===== src/rtl/xmon_pkg.sv =====
package xmon_pkg;
  typedef enum logic {
    MON_OPEN  = 1'b0,
    MON_ARMED = 1'b1
  } mon_state_e;
endpackage


===== src/rtl/xmon_arb.sv =====
// Strobe acceptance: clear beats store, store beats load.
module xmon_arb (
  input  logic ldx_valid,
  input  logic stx_valid,
  input  logic clrx,
  output logic clr_acc,
  output logic stx_acc,
  output logic ldx_acc
);
  always_comb begin
    clr_acc = clrx;
    stx_acc = stx_valid & ~clrx;
    ldx_acc = ldx_valid & ~stx_valid & ~clrx;
  end
endmodule


===== src/rtl/xmon_tag.sv =====
// Reservation address register and granule compare.
module xmon_tag #(
  parameter int ADDR_W = 32,
  parameter int GRAN_W = 2
) (
  input  logic              clk,
  input  logic              rst_n,
  input  logic              ldx_acc,
  input  logic [ADDR_W-1:0] ldx_addr,
  input  logic [ADDR_W-1:0] stx_addr,
  output logic              hit
);
  localparam logic [ADDR_W-1:0] CMP_MASK = {ADDR_W{1'b1}} << GRAN_W;

  logic [ADDR_W-1:0] tag_q, tag_d;

  always_comb begin
    tag_d = tag_q;
    if (ldx_acc) tag_d = ldx_addr;
  end

  always_ff @(posedge clk or negedge rst_n) begin
    if (!rst_n) tag_q <= '0;
    else        tag_q <= tag_d;
  end

  always_comb hit = ~|((tag_q ^ stx_addr) & CMP_MASK);
endmodule


===== src/rtl/xmon_fsm.sv =====
// Two-state open/armed machine deciding store commit.
module xmon_fsm
  import xmon_pkg::*;
(
  input  logic clk,
  input  logic rst_n,
  input  logic clr_acc,
  input  logic stx_acc,
  input  logic ldx_acc,
  input  logic hit,
  output logic armed,
  output logic commit
);
  mon_state_e state_q, state_d;

  always_comb begin
    state_d = state_q;
    if (clr_acc || stx_acc) state_d = MON_OPEN;
    else if (ldx_acc)       state_d = MON_ARMED;
  end

  always_ff @(posedge clk or negedge rst_n) begin
    if (!rst_n) state_q <= MON_OPEN;
    else        state_q <= state_d;
  end

  always_comb begin
    armed  = (state_q == MON_ARMED);
    commit = stx_acc & armed & hit;
  end

  assert_load_arms_R2: assert property (@(posedge clk) disable iff (!rst_n)
    ldx_acc |=> state_q == MON_ARMED);
  assert_store_opens_R3: assert property (@(posedge clk) disable iff (!rst_n)
    stx_acc |=> state_q == MON_OPEN);
  assert_clear_opens_R8: assert property (@(posedge clk) disable iff (!rst_n)
    clr_acc |=> state_q == MON_OPEN);
endmodule


===== src/rtl/xmon_resp.sv =====
// Registered response: done/status pulse and gated memory write.
module xmon_resp #(
  parameter int ADDR_W = 32,
  parameter int DATA_W = 32
) (
  input  logic              clk,
  input  logic              rst_n,
  input  logic              stx_acc,
  input  logic              commit,
  input  logic [ADDR_W-1:0] stx_addr,
  input  logic [DATA_W-1:0] stx_data,
  output logic              mem_we,
  output logic [ADDR_W-1:0] mem_waddr,
  output logic [DATA_W-1:0] mem_wdata,
  output logic              stx_done,
  output logic              stx_status
);
  logic done_d, status_d, we_d;

  always_comb begin
    done_d   = stx_acc;
    status_d = stx_acc & ~commit;
    we_d     = commit;
  end

  always_ff @(posedge clk or negedge rst_n) begin
    if (!rst_n) begin
      stx_done   <= 1'b0;
      stx_status <= 1'b0;
      mem_we     <= 1'b0;
    end else begin
      stx_done   <= done_d;
      stx_status <= status_d;
      mem_we     <= we_d;
    end
  end

  always_ff @(posedge clk or negedge rst_n) begin
    if (!rst_n) begin
      mem_waddr <= '0;
      mem_wdata <= '0;
    end else if (stx_acc) begin
      mem_waddr <= stx_addr;
      mem_wdata <= stx_data;
    end
  end

  assert_we_has_done_R2: assert property (@(posedge clk) disable iff (!rst_n)
    mem_we |-> stx_done && !stx_status);
endmodule


===== src/rtl/xmon_top.sv =====
module xmon_top #(
  parameter int ADDR_W = 32,
  parameter int DATA_W = 32,
  parameter int GRAN_W = 2
) (
  input  logic              clk,
  input  logic              rst_n,
  input  logic              ldx_valid,
  input  logic [ADDR_W-1:0] ldx_addr,
  input  logic              stx_valid,
  input  logic [ADDR_W-1:0] stx_addr,
  input  logic [DATA_W-1:0] stx_data,
  input  logic              clrx,
  output logic              mem_we,
  output logic [ADDR_W-1:0] mem_waddr,
  output logic [DATA_W-1:0] mem_wdata,
  output logic              stx_done,
  output logic              stx_status
);
  logic clr_acc, stx_acc, ldx_acc, hit, armed, commit;

  xmon_arb u_arb (
    .ldx_valid (ldx_valid),
    .stx_valid (stx_valid),
    .clrx      (clrx),
    .clr_acc   (clr_acc),
    .stx_acc   (stx_acc),
    .ldx_acc   (ldx_acc)
  );

  xmon_tag #(.ADDR_W(ADDR_W), .GRAN_W(GRAN_W)) u_tag (
    .clk      (clk),
    .rst_n    (rst_n),
    .ldx_acc  (ldx_acc),
    .ldx_addr (ldx_addr),
    .stx_addr (stx_addr),
    .hit      (hit)
  );

  xmon_fsm u_fsm (
    .clk     (clk),
    .rst_n   (rst_n),
    .clr_acc (clr_acc),
    .stx_acc (stx_acc),
    .ldx_acc (ldx_acc),
    .hit     (hit),
    .armed   (armed),
    .commit  (commit)
  );

  xmon_resp #(.ADDR_W(ADDR_W), .DATA_W(DATA_W)) u_resp (
    .clk        (clk),
    .rst_n      (rst_n),
    .stx_acc    (stx_acc),
    .commit     (commit),
    .stx_addr   (stx_addr),
    .stx_data   (stx_data),
    .mem_we     (mem_we),
    .mem_waddr  (mem_waddr),
    .mem_wdata  (mem_wdata),
    .stx_done   (stx_done),
    .stx_status (stx_status)
  );

  assert_open_store_fails_R4: assert property (@(posedge clk) disable iff (!rst_n)
    (stx_valid && !clrx && !armed) |=> stx_done && stx_status && !mem_we);
  assert_done_follows_R10: assert property (@(posedge clk) disable iff (!rst_n)
    (stx_valid && !clrx) |=> stx_done);
  assert_no_stray_done_R9: assert property (@(posedge clk) disable iff (!rst_n)
    !(stx_valid && !clrx) |=> !stx_done);
endmodule


===== config.mk =====
export PLATFORM = sky130hd
export DESIGN_NAME = xmon_top
export DESIGN_NICKNAME = d
export VERILOG_FILES = /design/src/rtl/xmon_pkg.sv /design/src/rtl/xmon_arb.sv /design/src/rtl/xmon_tag.sv /design/src/rtl/xmon_fsm.sv /design/src/rtl/xmon_resp.sv /design/src/rtl/xmon_top.sv
export SDC_FILE = /design/constraint.sdc
export NUM_CORES = 1
export LEC_CHECK = 0
export BUFFER_PORTS_ARGS = -buffer_cell sky130_fd_sc_hd__buf_2
export CAP_MARGIN = 0
export CORE_MARGIN = 2
export CORE_UTILIZATION = 51
export CTS_CLUSTER_SIZE = 14
export DETAILED_ROUTE_END_ITERATION = 16
export PLACE_DENSITY = 0.85
export SLEW_MARGIN = 5
export SYNTH_ARGS = -nofsm -noshare
export SYNTH_HDL_FRONTEND = slang
export SYNTH_SLANG_ARGS = --single-unit

===== constraint.sdc =====
create_clock -name clk -period 2.7 [get_ports clk]
set_input_delay 0.54 -clock clk [delete_from_list [all_inputs] [get_ports clk]]
set_output_delay 0.54 -clock clk [all_outputs]
set_load 0.02 [all_outputs]

==> metrics.txt <==
R2R Setup Slk between 1 and 1.5 ns; average size of a mapped cell 10.4 sq um; Worst Path Class, Setup flop to flop; Buf+Inv Stages, Crit Path 0; crit share post-route 0.567; Seq/Total Area, Yosys 0.617; clk root buf clkbuf_8; GPL Wtd Cong roughly 0.8; placed instance count between 600 and 700; Min Hold Slack 0.158 ns; Fill cells approximately 620; die area between 8000 and 9000 sq um; Mapped Area roughly 4000 sq um; number of buffers created by CTS 9; final cell count without fillers roughly 660; PnR worst setup slack between 1 and 1.5 ns; crit path time final ~1.5 ns; Routed WL a little under 9000 um; post-DR wirelength/cell roughly 14 um; Worst-path clk slew ~0.090 ns; crit-path leading delay family simple AND/OR/NAND/NOR gates; PwrDens between 600 and 700 nW/um^2; worst reg2reg path endpoint u_resp.stx_status; Post-Synthesis Cells around 380; fmax 653 MHz; row count 32; CP Capture Type flop; CP cell instances xor2_1, nor4_2, nand4_1, o31a_1; cell count of the worst reg-to-reg path 4; syn_nets around 490; multi-input logic area approximately 1400 sq um; Post-DP HPWL 6640 um; RSZ-0062 raised after global routing false; Worst Hold Class primary input to asynchronous set/reset pin; status complete, no violations; Final Core Density 0.671; Starting Density 0.520; CP required 2.94 ns; DR vias/cell between 4 and 5; Yosys cell types 17; IO Port Bufs about 170; synthesis-to-finish area growth 29.1%; leakage power 2.85 nW; CP arrival ~1.8 ns; clock skew approximately 0.010 ns; Pre-antenna DRT Iters 4; Syn. warnings 0; first-pass GRT wire length 14600 um; core area about 7600 sq um; max_cap viols 0; gr ovfl total 0; CP startpoint kind flop; Worst VDD drop between 0.3 and 0.4 mV; clk_lat worst skew ~0.35 ns; pre-CTS WS roughly 0.86 ns; gr usage total 0.218; post-cts sizing count 0; Seq. cell area 2450 sq um; Setup Total Neg Slack 0 ns; flops & latches, synth roughly 100; Slowest-stage cell, CP dfrtp_1; worst r2r src u_tag.tag_q[26]; # hold bufs at CTS 0; CTS tree yes; antenna cells 0; DRC errors left 0; CTS H-tree lvls 3; Final Hold Vio Count 0; worst-case clock buffer depth 2; slowest cell delay on critical path 0.39 ns; DR vias ~3100; post-CTS setup buffers 0; fraction of layout cells with a size suffix above 1 0.342; vias in the first global route between 3000 and 4000; Die W between 90 and 100 um; largest net degree at the start of global routing 59; layout net count 649; max-slew violations 0; initial antenna violation count 0; Critical Path Fanout Max 2; Worst path depth 4; 1st-iter DRT viols 99; Worst Tran Pin Value ~0.54 ns; I/O pins approximately 170; Clock Sinks slightly below 100; DIE HEIGHT between 90 and 100 um; Setup violations, final 0; DRT antenna net count 0; Slew HR 0.641
-- sequential cells by signal, summed over array words and instances, names as in the netlist --
| name | count |
|---|---|
| u_resp.mem_waddr | 32 |
| u_resp.mem_wdata | 32 |
| u_tag.tag_q | 30 |
| u_fsm.armed | 1 |
| u_resp.mem_we | 1 |
| u_resp.stx_done | 1 |
| u_resp.stx_status | 1 |
-- how the worst max path moves through the flow --
| stage | startpoint | to | slack (ns) |
|---|---|---|---|
| after floorplan | stx_addr[26] | u_resp.stx_status | 1.22 |
| after global placement | stx_addr[30] | u_resp.stx_status | 0.87 |
| after detailed placement | stx_addr[30] | u_resp.stx_status | 0.86 |
| after CTS | u_tag.tag_q[30] | u_resp.stx_status | 1.13 |
| after global routing | u_tag.tag_q[26] | u_resp.stx_status | 1.11 |
| final | u_tag.tag_q[26] | u_resp.stx_status | 1.17 |
-- cell usage in the layout, fill, tap and decap left out, types with 3 or more instances in the layout --
| master | synthesis | routed |
|---|---|---|
| nand2_1 | 192 | 192 |
| buf_2 | 15 | 164 |
| dfrtp_1 | 98 | 98 |
| mux2_1 | 30 | 30 |
| xor2_1 | 27 | 27 |
| clkbuf_8 | 0 | 12 |
| nor4_1 | 6 | 6 |
| buf_4 | 0 | 4 |
| xnor2_1 | 3 | 3 |
-- metrics by stage --
step | power, mW | instance area [sq um]
6_report | 3.50 | 5130
5_1_grt | 3.68 | 5130
4_1_cts | 3.54 | 5130
3_5_place_dp | 2.55 | 4920
3_3_place_gp | 2.52 | 4920
2_1_floorplan | 2.23 | 3980
-- kinds of logic after synthesis --
| family | count (synthesis) | synth area share |
|---|---|---|
| multiplexers | 30 | 0.0850 |
| AO/OA/AOI/OAI | 1 | 0.00220 |
| AND/OR/NAND/NOR | 207 | 0.208 |
| XOR/XNOR | 30 | 0.0661 |
| buffers and inverters | 18 | 0.0217 |
| flip-flops | 98 | 0.617 |
-- Yosys cell counts (all sizes together) --
cell type / n / area share
xnor2: 3 / 0.0066
inv: 1 / 0.00094
buf: 15 / 0.019
nor2: 1 / 0.00094
dfrtp: 98 / 0.62
nor4: 7 / 0.013
nor3b: 1 / 0.0031
xor2: 27 / 0.059
nor3: 2 / 0.0025
mux2: 30 / 0.085
nand4: 2 / 0.0031
nand2: 192 / 0.18
o31a: 1 / 0.0022
clkbuf: 2 / 0.0019
nand3: 1 / 0.0013
nand2b: 1 / 0.0035
-- worst register-to-register path, cell delays in order, from the launching register on --
cell and delay [ns]:
dfrtp_1 0.39, xor2_1 0.17, nor4_2 0.32, nand4_1 0.21, o31a_1 0.34
-- where the power goes --
group / internal [mW] / switching (mW) / total (mW)
logic: 0.289 / 0.433 / 0.722
registers: 1.67 / 0.114 / 1.79
clock network: 0.507 / 0.481 / 0.988
-- per-layer routing --
metal	routed length [um]	GRT usage	part of all wire
met4	122	0.0647	0.014
met3	646	0.0488	0.072
met1	3780	0.269	0.42
met2	4390	0.386	0.49
met5	0	0	0
-- cell type report --
class | instances | area share
inverters | 1 | 0.000731
clock buffers | 13 | 0.0329
multi-input cells | 268 | 0.281
flip-flops and latches | 98 | 0.478
well taps | 102 | 0.0249
clock inverters | 3 | 0.00902
repair buffers | 170 | 0.174
Note: power is estimated with default switching activity, not from simulation.
